<file path="config.mk">
export PLATFORM = sky130hd
export DESIGN_NAME = adc_seq_core
export DESIGN_NICKNAME = d
export VERILOG_FILES = /design/src/rtl/adc_seq_pkg.sv /design/src/rtl/adc_seq_clkdiv.sv /design/src/rtl/adc_seq_timer.sv /design/src/rtl/adc_seq_avg.sv /design/src/rtl/adc_seq_regs.sv /design/src/rtl/adc_seq_core.sv
export SDC_FILE = /design/constraint.sdc
export NUM_CORES = 1
export LEC_CHECK = 0
export ABC_AREA = 1
export BUFFER_PORTS_ARGS = -buffer_cell sky130_fd_sc_hd__buf_2
export CELL_PAD_IN_SITES_DETAIL_PLACEMENT = 1
export CELL_PAD_IN_SITES_GLOBAL_PLACEMENT = 1
export CORE_MARGIN = 4
export CORE_UTILIZATION = 39
export CTS_BUF_LIST = sky130_fd_sc_hd__clkbuf_4 sky130_fd_sc_hd__clkbuf_8 sky130_fd_sc_hd__clkbuf_16
export DETAILED_ROUTE_END_ITERATION = 16
export GPL_TIMING_DRIVEN = 0
export PLACE_DENSITY = 0.78
export SYNTH_ARGS = -nofsm -noshare
export SYNTH_HDL_FRONTEND = slang
export SYNTH_SLANG_ARGS = --single-unit
export TNS_END_PERCENT = 50
</file>
<file path="constraint.sdc">
create_clock -name clk_i -period 2.6 [get_ports clk_i]
set_input_delay 0.52 -clock clk_i [delete_from_list [all_inputs] [get_ports clk_i]]
set_output_delay 0.52 -clock clk_i [all_outputs]
set_load 0.02 [all_outputs]
</file>
<file path="src/rtl/adc_seq_pkg.sv">
package adc_seq_pkg;

  localparam int unsigned ADDR_W = 3;
  localparam int unsigned DATA_W = 16;
  localparam int unsigned CFG_W  = 10;

  typedef enum logic [ADDR_W-1:0] {
    RA_CHAN = 3'd0,
    RA_STAT = 3'd1,
    RA_RES  = 3'd2,
    RA_CFG  = 3'd3,
    RA_GCTL = 3'd4
  } reg_addr_e;

  typedef struct packed {
    logic       ovw;
    logic [1:0] avg_sel;
    logic       long_smp;
    logic [1:0] sts;
    logic [1:0] div;
    logic [1:0] res;
  } cfg_t;

  function automatic logic [5:0] lst_cycles(input logic long_smp, input logic [1:0] sts);
    lst_cycles = long_smp ? (6'd13 + {2'b00, sts, 2'b00}) : (6'd3 + {3'b000, sts, 1'b0});
  endfunction

  function automatic logic [2:0] avg_log2(input logic en, input logic [1:0] sel);
    avg_log2 = en ? (3'd2 + {1'b0, sel}) : 3'd0;
  endfunction

endpackage

</file>
<file path="src/rtl/adc_seq_clkdiv.sv">
module adc_seq_clkdiv #(
  parameter int unsigned DIV_W = 2
) (
  input  logic             clk_i,
  input  logic             rst_ni,
  input  logic             start_i,
  input  logic             busy_i,
  input  logic [DIV_W-1:0] div_sel_i,
  output logic             tick_o
);
  localparam int unsigned CNT_W = (1 << DIV_W) - 1;

  logic [CNT_W-1:0] cnt_q, lim;

  assign lim    = CNT_W'((32'd1 << div_sel_i) - 32'd1);
  assign tick_o = busy_i && (cnt_q == lim);

  always_ff @(posedge clk_i or negedge rst_ni) begin
    if (!rst_ni)                 cnt_q <= '0;
    else if (start_i || !busy_i) cnt_q <= '0;
    else if (cnt_q == lim)       cnt_q <= '0;
    else                         cnt_q <= cnt_q + 1'b1;
  end

  // with a divider above one, ticks never come back to back
  a_r5_tick_spacing: assert property (@(posedge clk_i) disable iff (!rst_ni)
    (tick_o && div_sel_i != '0 && !start_i) |=> !tick_o);

endmodule

</file>
<file path="src/rtl/adc_seq_timer.sv">
module adc_seq_timer #(
  parameter int unsigned CNT_W     = 6,
  parameter int unsigned IDX_W     = 5,
  parameter int unsigned L2_W      = 3,
  parameter int unsigned SETUP_CYC = 6,
  parameter int unsigned BASE_CYC  = 25
) (
  input  logic             clk_i,
  input  logic             rst_ni,
  input  logic             start_i,
  input  logic             abort_i,
  input  logic             tick_i,
  input  logic [CNT_W-1:0] lst_i,
  input  logic [L2_W-1:0]  avg_log2_i,
  output logic             busy_o,
  output logic             smp_end_o,
  output logic             last_o
);
  logic             busy_q, setup_q;
  logic [CNT_W-1:0] cnt_q, per_m1;
  logic [IDX_W-1:0] idx_q, n_last;

  assign per_m1    = CNT_W'(BASE_CYC - 1) + lst_i;
  assign n_last    = IDX_W'((32'd1 << avg_log2_i) - 32'd1);
  assign smp_end_o = tick_i && busy_q && !setup_q && (cnt_q == per_m1);
  assign last_o    = smp_end_o && (idx_q == n_last);
  assign busy_o    = busy_q;

  always_ff @(posedge clk_i or negedge rst_ni) begin
    if (!rst_ni) begin
      busy_q  <= 1'b0;
      setup_q <= 1'b0;
      cnt_q   <= '0;
      idx_q   <= '0;
    end else if (start_i) begin
      busy_q  <= 1'b1;
      setup_q <= 1'b1;
      cnt_q   <= '0;
      idx_q   <= '0;
    end else if (abort_i) begin
      busy_q  <= 1'b0;
    end else if (tick_i && busy_q) begin
      if (setup_q) begin
        if (cnt_q == CNT_W'(SETUP_CYC - 1)) begin
          setup_q <= 1'b0;
          cnt_q   <= '0;
        end else begin
          cnt_q <= cnt_q + 1'b1;
        end
      end else if (smp_end_o) begin
        cnt_q <= '0;
        if (last_o) busy_q <= 1'b0;
        else        idx_q  <= idx_q + 1'b1;
      end else begin
        cnt_q <= cnt_q + 1'b1;
      end
    end
  end

  a_r2_cnt_bound: assert property (@(posedge clk_i) disable iff (!rst_ni)
    (busy_q && !setup_q) |-> (cnt_q <= per_m1));

  a_r4_idx_bound: assert property (@(posedge clk_i) disable iff (!rst_ni)
    busy_q |-> (idx_q <= n_last));

  a_r10_busy_fall: assert property (@(posedge clk_i) disable iff (!rst_ni)
    $fell(busy_q) |-> $past(last_o || abort_i));

endmodule

</file>
<file path="src/rtl/adc_seq_avg.sv">
module adc_seq_avg #(
  parameter int unsigned SMP_W        = 12,
  parameter int unsigned AVG_LOG2_MAX = 5,
  parameter int unsigned L2_W         = 3
) (
  input  logic             clk_i,
  input  logic             rst_ni,
  input  logic [SMP_W-1:0] sample_i,
  input  logic             sample_valid_i,
  input  logic             start_i,
  input  logic             smp_end_i,
  input  logic             last_i,
  input  logic [L2_W-1:0]  avg_log2_i,
  input  logic [1:0]       res_i,
  output logic [SMP_W-1:0] result_o
);
  localparam int unsigned ACC_W = SMP_W + AVG_LOG2_MAX;

  logic [SMP_W-1:0] smp_q, avg_w, mask;
  logic [ACC_W-1:0] acc_q, acc_nxt;
  logic [2:0]       drop;

  assign acc_nxt  = acc_q + ACC_W'(smp_q);
  assign avg_w    = SMP_W'(acc_nxt >> avg_log2_i);
  assign drop     = (res_i == 2'b00) ? 3'd4 : (res_i == 2'b01) ? 3'd2 : 3'd0;
  assign mask     = {SMP_W{1'b1}} >> drop;
  assign result_o = avg_w & mask;

  always_ff @(posedge clk_i or negedge rst_ni) begin
    if (!rst_ni)             smp_q <= '0;
    else if (sample_valid_i) smp_q <= sample_i;
  end

  always_ff @(posedge clk_i or negedge rst_ni) begin
    if (!rst_ni)                acc_q <= '0;
    else if (start_i || last_i) acc_q <= '0;
    else if (smp_end_i)         acc_q <= acc_nxt;
  end

  // the accumulator is empty after each completed average
  a_r6_acc_clear: assert property (@(posedge clk_i) disable iff (!rst_ni)
    last_i |=> (acc_q == '0));

endmodule

</file>
<file path="src/rtl/adc_seq_regs.sv">
module adc_seq_regs
  import adc_seq_pkg::*;
#(
  parameter int unsigned SMP_W = 12,
  parameter int unsigned CH_W  = 5
) (
  input  logic              clk_i,
  input  logic              rst_ni,
  input  logic              wr_en_i,
  input  logic              rd_en_i,
  input  logic [ADDR_W-1:0] addr_i,
  input  logic [DATA_W-1:0] wdata_i,
  output logic [DATA_W-1:0] rdata_o,
  input  logic              busy_i,
  input  logic              conv_last_i,
  input  logic [SMP_W-1:0]  result_i,
  output cfg_t              cfg_o,
  output logic              avg_en_o,
  output logic              cont_o,
  output logic [CH_W-1:0]   chan_o,
  output logic              start_wr_o,
  output logic              abort_wr_o,
  output logic              irq_o
);
  localparam logic [CH_W-1:0] CH_OFF = '1;

  logic [CH_W-1:0]  ch_q;
  logic             ie_q, avg_en_q, cont_q, flag_q, take, rd_clear;
  cfg_t             cfg_q;
  logic [SMP_W-1:0] result_q;
  logic             wr_chan;

  assign wr_chan    = wr_en_i && (addr_i == RA_CHAN);
  assign start_wr_o = wr_chan && (wdata_i[CH_W-1:0] != CH_OFF);
  assign abort_wr_o = wr_chan && (wdata_i[CH_W-1:0] == CH_OFF);
  assign take       = conv_last_i && (cfg_q.ovw || !flag_q);
  assign rd_clear   = rd_en_i && (addr_i == RA_RES);
  assign irq_o      = flag_q && ie_q;
  assign cfg_o      = cfg_q;
  assign avg_en_o   = avg_en_q;
  assign cont_o     = cont_q;
  assign chan_o     = ch_q;

  always_ff @(posedge clk_i or negedge rst_ni) begin
    if (!rst_ni) begin
      ch_q     <= CH_OFF;
      ie_q     <= 1'b0;
      cfg_q    <= '0;
      avg_en_q <= 1'b0;
      cont_q   <= 1'b0;
    end else if (wr_en_i) begin
      unique case (addr_i)
        RA_CHAN: begin
          ch_q <= wdata_i[CH_W-1:0];
          ie_q <= wdata_i[7];
        end
        RA_CFG:  cfg_q <= cfg_t'(wdata_i[CFG_W-1:0]);
        RA_GCTL: begin
          avg_en_q <= wdata_i[0];
          cont_q   <= wdata_i[1];
        end
        default: ;
      endcase
    end
  end

  always_ff @(posedge clk_i or negedge rst_ni) begin
    if (!rst_ni) begin
      flag_q   <= 1'b0;
      result_q <= '0;
    end else if (take) begin
      flag_q   <= 1'b1;
      result_q <= result_i;
    end else if (rd_clear) begin
      flag_q   <= 1'b0;
    end
  end

  always_comb begin
    rdata_o = '0;
    unique case (addr_i)
      RA_CHAN: begin
        rdata_o[CH_W-1:0] = ch_q;
        rdata_o[7]        = ie_q;
      end
      RA_STAT: rdata_o[1:0]       = {busy_i, flag_q};
      RA_RES:  rdata_o[SMP_W-1:0] = result_q;
      RA_CFG:  rdata_o[CFG_W-1:0] = cfg_q;
      RA_GCTL: rdata_o[1:0]       = {cont_q, avg_en_q};
      default: rdata_o = '0;
    endcase
  end

  a_r8_flag_source: assert property (@(posedge clk_i) disable iff (!rst_ni)
    $rose(flag_q) |-> $past(conv_last_i));

  a_r9_irq_clear: assert property (@(posedge clk_i) disable iff (!rst_ni)
    (rd_clear && !conv_last_i) |=> !irq_o);

  a_r11_keep_unread: assert property (@(posedge clk_i) disable iff (!rst_ni)
    (conv_last_i && !cfg_q.ovw && flag_q) |=> $stable(result_q));

endmodule

</file>
<file path="src/rtl/adc_seq_core.sv">
module adc_seq_core
  import adc_seq_pkg::*;
#(
  parameter int unsigned SMP_W        = 12,
  parameter int unsigned CH_W         = 5,
  parameter int unsigned AVG_LOG2_MAX = 5,
  parameter int unsigned SETUP_CYC    = 6,
  parameter int unsigned BASE_CYC     = 25
) (
  input  logic              clk_i,
  input  logic              rst_ni,
  input  logic              wr_en_i,
  input  logic              rd_en_i,
  input  logic [ADDR_W-1:0] addr_i,
  input  logic [DATA_W-1:0] wdata_i,
  output logic [DATA_W-1:0] rdata_o,
  input  logic [SMP_W-1:0]  sample_i,
  input  logic              sample_valid_i,
  output logic [CH_W-1:0]   chan_o,
  output logic              busy_o,
  output logic              irq_o
);
  localparam int unsigned CNT_W = $clog2(BASE_CYC + 26);
  localparam int unsigned L2_W  = $clog2(AVG_LOG2_MAX + 1);
  localparam int unsigned IDX_W = AVG_LOG2_MAX;

  cfg_t             cfg;
  logic             avg_en, cont, start_wr, abort_wr, start, tick, smp_end, last, busy;
  logic [SMP_W-1:0] result;
  logic [CNT_W-1:0] lst_q;
  logic [L2_W-1:0]  l2_q;
  logic [1:0]       div_q, res_q;

  assign start  = start_wr || (last && cont && !abort_wr);
  assign busy_o = busy;

  // settings are frozen for the length of one conversion
  always_ff @(posedge clk_i or negedge rst_ni) begin
    if (!rst_ni) begin
      lst_q <= '0;
      l2_q  <= '0;
      div_q <= '0;
      res_q <= '0;
    end else if (start) begin
      lst_q <= CNT_W'(lst_cycles(cfg.long_smp, cfg.sts));
      l2_q  <= L2_W'(avg_log2(avg_en, cfg.avg_sel));
      div_q <= cfg.div;
      res_q <= cfg.res;
    end
  end

  adc_seq_regs #(.SMP_W(SMP_W), .CH_W(CH_W)) u_regs (
    .clk_i, .rst_ni, .wr_en_i, .rd_en_i, .addr_i, .wdata_i, .rdata_o,
    .busy_i(busy), .conv_last_i(last), .result_i(result),
    .cfg_o(cfg), .avg_en_o(avg_en), .cont_o(cont), .chan_o(chan_o),
    .start_wr_o(start_wr), .abort_wr_o(abort_wr), .irq_o(irq_o)
  );

  adc_seq_clkdiv #(.DIV_W(2)) u_clkdiv (
    .clk_i, .rst_ni, .start_i(start), .busy_i(busy), .div_sel_i(div_q), .tick_o(tick)
  );

  adc_seq_timer #(
    .CNT_W(CNT_W), .IDX_W(IDX_W), .L2_W(L2_W),
    .SETUP_CYC(SETUP_CYC), .BASE_CYC(BASE_CYC)
  ) u_timer (
    .clk_i, .rst_ni, .start_i(start), .abort_i(abort_wr), .tick_i(tick),
    .lst_i(lst_q), .avg_log2_i(l2_q), .busy_o(busy), .smp_end_o(smp_end), .last_o(last)
  );

  adc_seq_avg #(.SMP_W(SMP_W), .AVG_LOG2_MAX(AVG_LOG2_MAX), .L2_W(L2_W)) u_avg (
    .clk_i, .rst_ni, .sample_i, .sample_valid_i, .start_i(start),
    .smp_end_i(smp_end), .last_i(last), .avg_log2_i(l2_q), .res_i(res_q), .result_o(result)
  );

  // an accepted start write makes the core busy on the next edge
  a_r1_start_busy: assert property (@(posedge clk_i) disable iff (!rst_ni)
    start_wr |=> busy_o);

  // continuous mode never lets busy drop at completion
  a_r12_restart: assert property (@(posedge clk_i) disable iff (!rst_ni)
    (last && cont && !abort_wr) |=> busy_o);

endmodule

</file>
==> results.txt <==
- In this run the vertical extent of the chip is 131 um.
- Crit Path Class: reg -> reg
- The commonest cells after synthesis are 257 x sky130_fd_sc_hd__nand2_1, 130 x sky130_fd_sc_hd__nand3_1, 110 x sky130_fd_sc_hd__inv_1.
- Total via count after detailed routing: 5829
* Fraction of synthesized cell area taken by the top area cell type: 35.0%
- Of all cell types, the one taking the most synthesized area is sky130_fd_sc_hd__dfrtp_1.
- During I/O placement, the number of pins put on the boundary was 59.
- Area growth from synthesis to layout: 17.2%
* Main area contributors after synthesis: sky130_fd_sc_hd__dfrtp_1 35%, sky130_fd_sc_hd__nand2_1 16%, sky130_fd_sc_hd__nand3_1 11%
- The netlist uses 43 different library cells.
- Area of the core region: 14700 um2
- Placement Cell Area: approximately 6400 um2
- Start of the worst register-to-register path: l2_q[0]
- Dividing the synthesized area by the synthesized cell count gives 7.00 um2.
* YS warnings: 0
- Yosys mapped a number of flops with a built-in enable equal to 0.
* Hold WC Path Type: in -> async
* Antenna violations before repair: 0
- Core Rows: 44
* Slowest CP cell: sky130_fd_sc_hd__dfrtp_1
- Clock latency on the worst-skew pair, taken at its later pin, is 0.35 ns.
* Depth of the CTS H-tree: 3
- The number of global-route vias before repair came to 6063.
* CP Launch Type: flip-flop
- Before antenna repair, the detailed router went through 5 iterations.
* Final GP Congestion: between 0.8 and 0.9
- In this run the tightest slew margin relative to its limit is 54.6%.
* Total power: 4.71 mW
- Worst Path Max Fanout: 7
* Remaining antenna violation count: 0
- Floorplan die area: 17200 um2
- Power density over cell area: 677 nW/um2
- CTS tree: built
* Port Buf Inserts: 48
* Buf/Inv on CP: 2
- Clock transition at the registers of the reported paths: 0.07 ns
- The count of pins over their slew limit was 0.
* Arrival time of the worst setup path: approximately 2.7 ns
- Achievable clock frequency: 405 MHz
- Cells with a size suffix above 1 make up 15.7% of the layout.
* Slack of the worst reg-to-reg path: 0.13 ns
- In the synthesized netlist the async set-or-reset flop fraction comes to 100%.
- Number of diodes added for antenna fixing: 0
* Setup repair after global routing missed its margin: yes
* Critical path endpoint category: flip-flop
- # Max-Cap Violations: 0
* CTS sink count: 88
- Cell chain of the critical path: clkbuf_8, clkinvlp_4, nor2_4, nand2_1, ha_4, xnor2_1, nor3_2, nand2_1, nor2_4, nand2_4, o21ai_4, nand2_4, nand2_2, a21oi_1
- From left edge to right edge, the die measures about 130 um.
* Global-route wire length before repair: slightly above 30 mm
* Tightest Pin Transition: 0.681 ns
* Number of cells on the worst reg-to-reg path: 14
* Remaining design rule violation count: 0
* Global Route met2 Usage: about 36%
* Initial core utilization: about two fifths
- In the global route stage, met3 resource usage came out at 2.18%.
- Critical Path RT: between 2 and 3 ns
- Final clock skew: 0.00854 ns
- Setup_tns: 0 ns
* Static leakage: between 3 and 4 nW
* Post-Route WL: 18.4 mm
- The hold violation count in the final report came to 0.
* Final critical path time including I/O delays and setup: 2.47 ns
- For this run, the post-layout net count is 978.
- Outcome: completed
- For this run, the register share of the synthesized area comes to a little under two fifths.
- The number of clock buffers added by TritonCTS is 9.
- For this run, global-route usage on met1 was measured as between 30 and 40%.
- The tightest hold path in the finished design has a slack of roughly 0.12 ns.
* R2R Path End: u_avg.acc_q[0]
- Most instantiated flip-flop cell in the synthesis netlist: sky130_fd_sc_hd__dfrtp_1
- In this design, the largest share of critical-path delay is due to simple AND/OR/NAND/NOR gates.
- After the first detailed-routing iteration, the DRC count stood at around 300.
* Maximum root-to-sink buffer count: 2
- Pin count of the biggest net entering global routing: a little under 60
- Total of hold buffers inserted after clock tree synthesis: 0
* HPWL after detailed placement: between 10 and 15 mm
* Setup violation total in the final timing report: 0
* Buffer cell driving the clock tree root: sky130_fd_sc_hd__clkbuf_16
- After synthesis the cells add up to slightly below 6000 um2.
- Counting every instance in the synthesized netlist gives around 850.
- The most common cell in the synthesized netlist is sky130_fd_sc_hd__nand2_1.
- Delay of the slowest cell on the worst path: 0.39 ns
* Post-synthesis sequential element count: just under 90
- For this run, the total global-route usage over all layers was measured as 21.6%.
- Max rail drop VDD: 0.359 mV
* Average routed wire per standard cell: 16.6 um
* Share of the clock period used by the worst path: a little over nine tenths
* Busiest layer in global routing: met2
* Mean number of vias per cell: 5.25
* Final std cell area, no fill: 6950 um2
- The total overflow left after global routing is 0.
-- cell usage in the layout, fill, tap and decap left out, drive strengths merged --
cell type / synthesis / final
a32o: 1 / 1
and2: 2 / 2
dfstp: 5 / 5
clkbuf: 11 / 20
o22ai: 4 / 4
and3: 1 / 1
nand3b: 2 / 2
nor3b: 2 / 2
or2: 5 / 5
buf: 16 / 75
xnor2: 8 / 8
clkinvlp: 0 / 2
ha: 20 / 20
o21ai: 38 / 38
nor2: 59 / 59
nand2: 263 / 264
o211ai: 4 / 4
inv: 114 / 115
dfrtp: 83 / 83
mux2: 11 / 11
nand4: 13 / 13
fa: 1 / 1
a31oi: 1 / 1
nor3: 10 / 10
conb: 1 / 4
a21oi: 32 / 32
bufinv: 0 / 2
xor2: 5 / 5
clkinv: 1 / 2
o221ai: 3 / 3
nand3: 130 / 130
a22oi: 2 / 2
-- worst max path at each step --
stage,cells after the start,startpoint,endpoint,slack (ns)
6_report,14,l2_q[0],u_avg.acc_q[0],0.13
5_1_grt,10,lst_q[3],u_avg.acc_q[9],-0.02
4_1_cts,15,l2_q[0],u_timer.idx_q[4],0.006
3_5_place_dp,14,l2_q[0],u_avg.acc_q[2],-0.59
3_3_place_gp,14,l2_q[0],u_avg.acc_q[0],-0.54
2_1_floorplan,15,l2_q[0],u_timer.idx_q[4],0.09
-- area by class of cell --
class | count | area, um2
Fill cell | 1890 | 7750
Multi-Input combinational cell | 622 | 3210
Sequential cell | 88 | 2210
Inverter | 115 | 440
Timing Repair Buffer | 59 | 345
Clock buffer | 10 | 233
Tap cell | 184 | 230
Buffer | 26 | 198
Clock inverter | 6 | 90.1
-- metal layers --
layer,vias up,wire [um],share of wire (%)
met5,-,0,0
met4,0,259,1.4
met3,21,470,2.6
met2,92,8520,46
met1,2833,9160,50
li1,2883,-,-
-- kinds of logic (layout without fill, tap and decap cells) --
kind of cell / after synthesis / after routing / synth area share (%)
fa+ha+maj: 21 / 21 / 4.56
buf+inv: 142 / 216 / 10.0
simple gates: 487 / 488 / 35.8
xor+xnor: 13 / 13 / 1.92
other cells: 1 / 4 / 0.0632
compound gates: 85 / 85 / 8.31
mux: 11 / 11 / 2.09
flops: 88 / 88 / 37.2
-- stage by stage --
stage / setup slack, ns / std cells / util, %
6_report: 0.130 / 1110 / 47.3
4_1_cts: 0.00635 / 1108 / 46.7
3_5_place_dp: -0.587 / 1084 / 43.8
3_3_place_gp: -0.544 / 1083 / 43.6
5_1_grt: -0.0224 / 1110 / 47.3
2_1_floorplan: 0.0911 / 851 / -
-- timing repair --
action / in CTS / in global routing
gates cloned: 1 / 0
endpoints found under the setup margin: 58 / 54
pin swaps: 5 / 6
gates resized for setup: 11 / 19
setup buffers: 7 / 3
-- power by group --
group | switching (mW) | leakage, nW | internal [mW]
combinational | 0.967 | 2.36 | 0.560
clock | 0.598 | 0.157 | 0.859
sequential | 0.167 | 1.12 | 1.56
total | 1.73 | 3.64 | 2.98
-- flip-flops by register name (all words and copies together), names as in the netlist --
| name | flops |
|---|---|
| u_timer.idx_q | 5 |
| u_regs.cfg_o | 10 |
| u_timer.busy_o | 1 |
| u_clkdiv.cnt_q | 3 |
| u_regs.flag_q | 1 |
| l2_q | 3 |
| u_regs.cont_o | 1 |
| u_regs.chan_o | 5 |
| res_q | 2 |
| lst_q | 5 |
| u_regs.avg_en_o | 1 |
| u_avg.acc_q | 17 |
| u_regs.ie_q | 1 |
| u_regs.result_q | 12 |
| u_timer.setup_q | 1 |
| u_avg.smp_q | 12 |
| u_timer.cnt_q | 6 |
| div_q | 2 |
Power figures use the tool's default switching activity.
